**config.mk**
```make
export PLATFORM = sky130hd
export DESIGN_NAME = i2c_reg_target
export DESIGN_NICKNAME = d
export VERILOG_FILES = /design/src/rtl/i2c_rt_pkg.sv /design/src/rtl/i2c_rt_datapath.sv /design/src/rtl/i2c_rt_control.sv /design/src/rtl/i2c_reg_target.sv
export SDC_FILE = /design/constraint.sdc
export NUM_CORES = 1
export LEC_CHECK = 0
export BUFFER_PORTS_ARGS = -buffer_cell sky130_fd_sc_hd__buf_2
export CAP_MARGIN = 0
export CORE_MARGIN = 2
export CORE_UTILIZATION = 25
export DETAILED_ROUTE_END_ITERATION = 10
export PLACE_DENSITY_LB_ADDON = 0.25
export SLEW_MARGIN = 0
export SYNTH_ARGS = -nofsm -noshare
export SYNTH_HDL_FRONTEND = slang
export SYNTH_HIERARCHICAL = 1
export SYNTH_SLANG_ARGS = --single-unit
```
**constraint.sdc**
```tcl
create_clock -name clk -period 2.4 [get_ports clk]
set_input_delay 0.36 -clock clk [delete_from_list [all_inputs] [get_ports clk]]
set_output_delay 0.36 -clock clk [all_outputs]
set_load 0.005 [all_outputs]
```
**src/rtl/i2c_rt_pkg.sv**
```systemverilog
package i2c_rt_pkg;
  localparam int BYTE_W   = 8;
  localparam int REG_AW   = 8;
  localparam int CNT_W    = $clog2(BYTE_W + 1);
  localparam int DEV_HI_W = 5;
  localparam logic [DEV_HI_W-1:0] DEV_HI = 5'b10101;

  typedef enum logic [2:0] {
    ST_IDLE, ST_RX, ST_ACK, ST_TX, ST_MACK
  } rtState_t;

  typedef enum logic [1:0] {
    K_ADDR, K_REG, K_DATA
  } byteKind_t;

  // strobes from control to datapath
  typedef struct packed {
    logic shiftIn;
    logic countBit;
    logic clrCnt;
    logic loadTx;
    logic shiftOut;
    logic setPtr;
    logic incPtr;
    logic wrStb;
  } dpCtl_t;

  // bus events from datapath to control
  typedef struct packed {
    logic sclRise;
    logic sclFall;
    logic startDet;
    logic stopDet;
    logic sdaLvl;
    logic sclLvl;
  } busEv_t;
endpackage

```
**src/rtl/i2c_rt_datapath.sv**
```systemverilog
module i2c_rt_datapath
  import i2c_rt_pkg::*;
#(
  parameter int SYNC_STAGES = 2
) (
  input  logic              clk,
  input  logic              rstN,
  input  logic              sclIn,
  input  logic              sdaIn,
  input  dpCtl_t            ctl,
  input  logic [BYTE_W-1:0] rdData,
  output busEv_t            ev,
  output logic [BYTE_W-1:0] rxByte,
  output logic [CNT_W-1:0]  bitCnt,
  output logic              txBit,
  output logic [REG_AW-1:0] rdAddr,
  output logic              wrStrobe,
  output logic [REG_AW-1:0] wrAddr,
  output logic [BYTE_W-1:0] wrData
);
  logic [SYNC_STAGES-1:0] sclSh, sdaSh;
  logic sclPrev, sdaPrev, sclNow, sdaNow;
  logic [BYTE_W-1:0] shiftReg;
  logic [REG_AW-1:0] ptr;

  assign sclNow = sclSh[SYNC_STAGES-1];
  assign sdaNow = sdaSh[SYNC_STAGES-1];

  // synchronizers reset to the idle (released) bus level
  always_ff @(posedge clk or negedge rstN) begin
    if (!rstN) begin
      sclSh   <= '1;
      sdaSh   <= '1;
      sclPrev <= 1'b1;
      sdaPrev <= 1'b1;
    end else begin
      sclSh   <= {sclSh[SYNC_STAGES-2:0], sclIn};
      sdaSh   <= {sdaSh[SYNC_STAGES-2:0], sdaIn};
      sclPrev <= sclNow;
      sdaPrev <= sdaNow;
    end
  end

  always_comb begin
    ev.sclRise  = sclNow & ~sclPrev;
    ev.sclFall  = ~sclNow & sclPrev;
    ev.startDet = sclNow & sclPrev & sdaPrev & ~sdaNow;
    ev.stopDet  = sclNow & sclPrev & ~sdaPrev & sdaNow;
    ev.sdaLvl   = sdaNow;
    ev.sclLvl   = sclNow;
  end

  always_ff @(posedge clk or negedge rstN) begin
    if (!rstN) begin
      shiftReg <= '0;
      bitCnt   <= '0;
      ptr      <= '0;
      wrStrobe <= 1'b0;
      wrAddr   <= '0;
      wrData   <= '0;
    end else begin
      if (ctl.loadTx)        shiftReg <= rdData;
      else if (ctl.shiftIn)  shiftReg <= {shiftReg[BYTE_W-2:0], sdaNow};
      else if (ctl.shiftOut) shiftReg <= {shiftReg[BYTE_W-2:0], 1'b1};

      if (ctl.clrCnt)        bitCnt <= '0;
      else if (ctl.countBit) bitCnt <= bitCnt + 1'b1;

      if (ctl.setPtr)        ptr <= shiftReg[REG_AW-1:0];
      else if (ctl.incPtr)   ptr <= ptr + 1'b1;

      wrStrobe <= ctl.wrStb;
      if (ctl.wrStb) begin
        wrAddr <= ptr;
        wrData <= shiftReg;
      end
    end
  end

  assign rxByte = shiftReg;
  assign txBit  = shiftReg[BYTE_W-1];
  assign rdAddr = ptr;

  p_wr_pulse_r4: assert property (@(posedge clk) disable iff (!rstN)
    wrStrobe |=> !wrStrobe);
  p_wr_ptr_step_r5: assert property (@(posedge clk) disable iff (!rstN)
    wrStrobe |-> (ptr == REG_AW'(wrAddr + 1'b1)));
endmodule

```
**src/rtl/i2c_rt_control.sv**
```systemverilog
module i2c_rt_control
  import i2c_rt_pkg::*;
(
  input  logic              clk,
  input  logic              rstN,
  input  logic [1:0]        addrStrap,
  input  busEv_t            ev,
  input  logic [BYTE_W-1:0] rxByte,
  input  logic [CNT_W-1:0]  bitCnt,
  input  logic              txBit,
  output dpCtl_t            ctl,
  output logic              sdaDriveLow
);
  rtState_t  state, stateNxt;
  byteKind_t kind, kindNxt;
  logic      isRead, isReadNxt;
  logic      hostNack, hostNackNxt;
  logic      bitFull, addrHit;

  assign bitFull = (bitCnt == CNT_W'(BYTE_W));
  assign addrHit = (rxByte[BYTE_W-1:1] == {DEV_HI, addrStrap});

  always_comb begin
    ctl         = '0;
    stateNxt    = state;
    kindNxt     = kind;
    isReadNxt   = isRead;
    hostNackNxt = hostNack;
    unique case (state)
      ST_IDLE: ;
      ST_RX: begin
        if (ev.sclRise) begin
          ctl.shiftIn  = 1'b1;
          ctl.countBit = 1'b1;
        end
        if (ev.sclFall && bitFull) begin
          unique case (kind)
            K_ADDR: begin
              if (addrHit) begin
                stateNxt  = ST_ACK;
                isReadNxt = rxByte[0];
              end else begin
                stateNxt = ST_IDLE;
              end
            end
            K_REG: begin
              ctl.setPtr = 1'b1;
              stateNxt   = ST_ACK;
            end
            default: begin
              ctl.wrStb  = 1'b1;
              ctl.incPtr = 1'b1;
              stateNxt   = ST_ACK;
            end
          endcase
        end
      end
      ST_ACK: begin
        if (ev.sclFall) begin
          ctl.clrCnt = 1'b1;
          if (kind == K_ADDR && isRead) begin
            ctl.loadTx = 1'b1;
            stateNxt   = ST_TX;
          end else begin
            stateNxt = ST_RX;
            kindNxt  = (kind == K_ADDR) ? K_REG : K_DATA;
          end
        end
      end
      ST_TX: begin
        if (ev.sclRise) ctl.countBit = 1'b1;
        if (ev.sclFall) begin
          if (bitFull) stateNxt = ST_MACK;
          else         ctl.shiftOut = 1'b1;
        end
      end
      ST_MACK: begin
        if (ev.sclRise) begin
          hostNackNxt = ev.sdaLvl;
          ctl.incPtr  = ~ev.sdaLvl;
        end
        if (ev.sclFall) begin
          if (!hostNack) begin
            ctl.loadTx = 1'b1;
            ctl.clrCnt = 1'b1;
            stateNxt   = ST_TX;
          end else begin
            stateNxt = ST_IDLE;
          end
        end
      end
      default: stateNxt = ST_IDLE;
    endcase

    if (ev.stopDet) begin
      ctl      = '0;
      stateNxt = ST_IDLE;
    end
    if (ev.startDet) begin
      ctl        = '0;
      ctl.clrCnt = 1'b1;
      stateNxt   = ST_RX;
      kindNxt    = K_ADDR;
    end
  end

  always_ff @(posedge clk or negedge rstN) begin
    if (!rstN) begin
      state    <= ST_IDLE;
      kind     <= K_ADDR;
      isRead   <= 1'b0;
      hostNack <= 1'b1;
    end else begin
      state    <= stateNxt;
      kind     <= kindNxt;
      isRead   <= isReadNxt;
      hostNack <= hostNackNxt;
    end
  end

  assign sdaDriveLow = (state == ST_ACK) || (state == ST_TX && !txBit);

  p_sda_scl_low_r8: assert property (@(posedge clk) disable iff (!rstN)
    !$stable(sdaDriveLow) |-> !ev.sclLvl);
  p_idle_release_r3: assert property (@(posedge clk) disable iff (!rstN)
    ev.stopDet |=> !sdaDriveLow);
  p_start_addr_r2: assert property (@(posedge clk) disable iff (!rstN)
    ev.startDet |=> (state == ST_RX && kind == K_ADDR && bitCnt == '0));
  p_ack_ninth_r10: assert property (@(posedge clk) disable iff (!rstN)
    (state == ST_ACK) |-> bitFull);
endmodule

```
**src/rtl/i2c_reg_target.sv**
```systemverilog
module i2c_reg_target
  import i2c_rt_pkg::*;
#(
  parameter int SYNC_STAGES = 2
) (
  input  logic              clk,
  input  logic              rstN,
  input  logic [1:0]        addrStrap,
  input  logic              sclIn,
  input  logic              sdaIn,
  output logic              sdaDriveLow,
  output logic              wrStrobe,
  output logic [REG_AW-1:0] wrAddr,
  output logic [BYTE_W-1:0] wrData,
  output logic [REG_AW-1:0] rdAddr,
  input  logic [BYTE_W-1:0] rdData
);
  dpCtl_t            ctl;
  busEv_t            ev;
  logic [BYTE_W-1:0] rxByte;
  logic [CNT_W-1:0]  bitCnt;
  logic              txBit;

  i2c_rt_control u_ctrl (
    .clk(clk), .rstN(rstN), .addrStrap(addrStrap), .ev(ev),
    .rxByte(rxByte), .bitCnt(bitCnt), .txBit(txBit),
    .ctl(ctl), .sdaDriveLow(sdaDriveLow)
  );

  i2c_rt_datapath #(.SYNC_STAGES(SYNC_STAGES)) u_dp (
    .clk(clk), .rstN(rstN), .sclIn(sclIn), .sdaIn(sdaIn), .ctl(ctl),
    .rdData(rdData), .ev(ev), .rxByte(rxByte), .bitCnt(bitCnt),
    .txBit(txBit), .rdAddr(rdAddr), .wrStrobe(wrStrobe),
    .wrAddr(wrAddr), .wrData(wrData)
  );
endmodule

```
==> impl_metrics.tcl <==
set metrics [dict create \
    n_antenna_cell 0 \
    ir_worst_vdd_mv 0.303 \
    netlist_instances 218 \
    cp-end-kind "register" \
    routed_wl_um 5370 \
    grt_overflow_total 0 \
    ant_nets 0 \
    worstReg2RegStart "u_dp/sclPrev" \
    avgRoutedWirePerCell_um 13.5 \
    rows 35 \
    setup_viol 0 \
    required_ps 2640 \
    syn_area_per_cell_um2 11.1 \
    cpPeakStageDelay_ps 540 \
    path_delay_family "simple AND/OR/NAND/NOR gates" \
    die_h_um 103 \
    max_freq_mhz 419 \
    fin_tns_setup_ps 0 \
    clockBufferDepth 2 \
    r2r_setup_slack_ps 10 \
    antenna_found_initial 0 \
    period_share_pct 99.4 \
    cp_data_arrival_time_ps 2630 \
    synth_area_um2 2430 \
    dieWidth_um 103 \
    cts_sinks 50 \
    coreArea_um2 9330 \
    via_per_inst 4.49 \
    grt_start_max_net_pins 27 \
    clock-root-buffer "clkbuf_8" \
    hold_violations 0 \
    whs_ps 54.7 \
    layout_min_cycle_time_ps 2390 \
    place_area_um2 2830 \
    ios 40 \
    multi_input_area_um2 1130 \
    cts_tree "built" \
    grt_pass1_wl_um 8560 \
    r2r-end "u_dp/rdAddr[7]" \
    nFillCells 989 \
    syn_to_final_growth_pct 22.6 \
    die-area_um2 10500 \
    p_leak_uw 0.00142 \
    grtUsageMet3_pct 2.51 \
    gr-usage-met1_pct 14.5 \
    routed-via-count 1786 \
    finalMaxSlewViolations 0 \
    critical_path_class "reg -> reg" \
    drt_iter0_drc 41 \
    grt_use_met2_pct 16.3 \
    initial_utilization_pct 26.0 \
    reg2reg_depth 8 \
    relSlewSlack_pct 60.3 \
    cts_buffers 5 \
    cts.htree.levels 2 \
    cp-startpoint "u_dp/sclPrev" \
    grt_pass1_vias 1733 \
    crit_chain "nor2b_4, or3b_4, nor4b_4, and2_4, or2_4, nand4_4, or4_4, nand3_2" \
    power_density_nw_per_um2 604 \
    max_cap_violations 0 \
    synth.yosys.warnings 6 \
    worst-path-buf-inv 0 \
    worst_pin_slew_ps 596 \
    io_buffers 39 \
    slowest_stage "dfstp_2" \
    first_pass_iters 4 \
    final_layout_size_suffix_gt1_share_pct 38.7 \
    dp.cells 389 \
    status "finished clean" \
    syn_nets 234 \
    grt_usage_pct 10.6 \
    cts_hold_buffers 0 \
    cp_max_fo 5 \
    rsz0062_at_grt "yes" \
    design_area_um2 2980 \
    seq_area_um2 1260 \
    drc 0 \
    grt.busiest_layer "met2" \
    clk_pin_slew_ps 100 \
    clock_latency_ps 300 \
    final_cells 398 \
    finClkSkew_ps 6.91 \
    worst_setup_path_start_kind "register" \
    dp_hpwl_um 3940 \
    gp_routability_congestion 0.767 \
    finalNetCount 284 \
    hold_path.class "in -> async" \
]
-- worst max path at each step --
| stage | end | cells past startpoint | slack, ps |
|---|---|---|---|
| 2_1_floorplan | u_dp/rdAddr[5] | 10 | -110 |
| 3_3_place_gp | u_dp/rdAddr[7] | 8 | -80 |
| 3_5_place_dp | u_dp/rdAddr[7] | 8 | -90 |
| 4_1_cts | u_dp/rdAddr[7] | 8 | 1 |
| 5_1_grt | u_dp/rdAddr[7] | 8 | -80 |
| 6_report | u_dp/rdAddr[7] | 8 | 10 |
-- metal layers --
metal,up-vias,part of all wire (%)
met5,-,0
met1,878,48
met3,2,4.3
met4,0,1.0
met2,35,46
li1,871,-
-- through the flow --
step | util (%) | worst slack [ps] | power [uW]
6_report | 31.9 | 13.3 | 1800
5_1_grt | 31.9 | -81.2 | 1900
4_1_cts | 31.3 | 1.10 | 1820
3_5_place_dp | 30.4 | -93.7 | 1320
3_3_place_gp | 30.4 | -75.2 | 1320
2_1_floorplan | - | -113 | 1210
-- cell usage in the layout, fill, tap and decap left out, drive strengths merged, types with 2 or more instances in the layout --
| cell type | count |
|---|---|
| mux2i | 9 |
| buf | 55 |
| a21oi | 4 |
| mux2 | 18 |
| clkinv | 2 |
| o21ai | 19 |
| xnor2 | 2 |
| dfrtp | 43 |
| nor3b | 2 |
| nand3 | 6 |
| nand2b | 4 |
| o22a | 2 |
| or3b | 2 |
| dfstp | 7 |
| nor4b | 3 |
| ha | 2 |
| clkbuf | 5 |
| or4 | 3 |
| nor3 | 5 |
| nor2 | 12 |
| or2 | 4 |
| xor2 | 7 |
| nor2b | 7 |
| inv | 2 |
| nand2 | 25 |
| nand4 | 4 |
-- area by class of cell --
cell class / instances / share of cell area (%)
sequential: 50 / 42.3
multi-input combinational: 154 / 38.0
timing repair buffer: 55 / 11.0
tap: 129 / 5.42
clock buffer: 5 / 2.31
clock inverter: 3 / 0.715
inverter: 2 / 0.252
-- state kept, by name, summed over array words and instances, names as in the netlist, 2 cells and up --
register / count
u_ctrl/kind: 2
u_dp/bitCnt: 4
u_dp/wrAddr: 8
u_dp/sclSh: 2
u_dp/sdaSh: 2
u_dp/rdAddr: 8
u_ctrl/state: 3
u_dp/rxByte: 8
u_dp/wrData: 8
-- what timing repair did --
| item | 4_1_cts | 5_1_grt |
|---|---|---|
| setup endpoints to repair | 4 | 11 |
| gates resized for setup | 1 | 11 |
| gates cloned | 0 | 0 |
| pin swaps | 0 | 8 |
| setup buffers | 0 | 1 |
-- worst reg2reg max path: stages (launching register included) --
cell and delay (ps):
dfstp_2 540, nor2b_4 140, or3b_4 410, nor4b_4 280, and2_4 180, or2_4 160
nand4_4 120, or4_4 430, nand3_2 80
-- power by group --
part           internal, uW  leakage, uW  switching [uW]
clock network           205    0.0000441             287
registers               935     0.000637             151
logic                   114     0.000734             107
total                  1250      0.00142             545
Power figures use the tool's default switching activity.
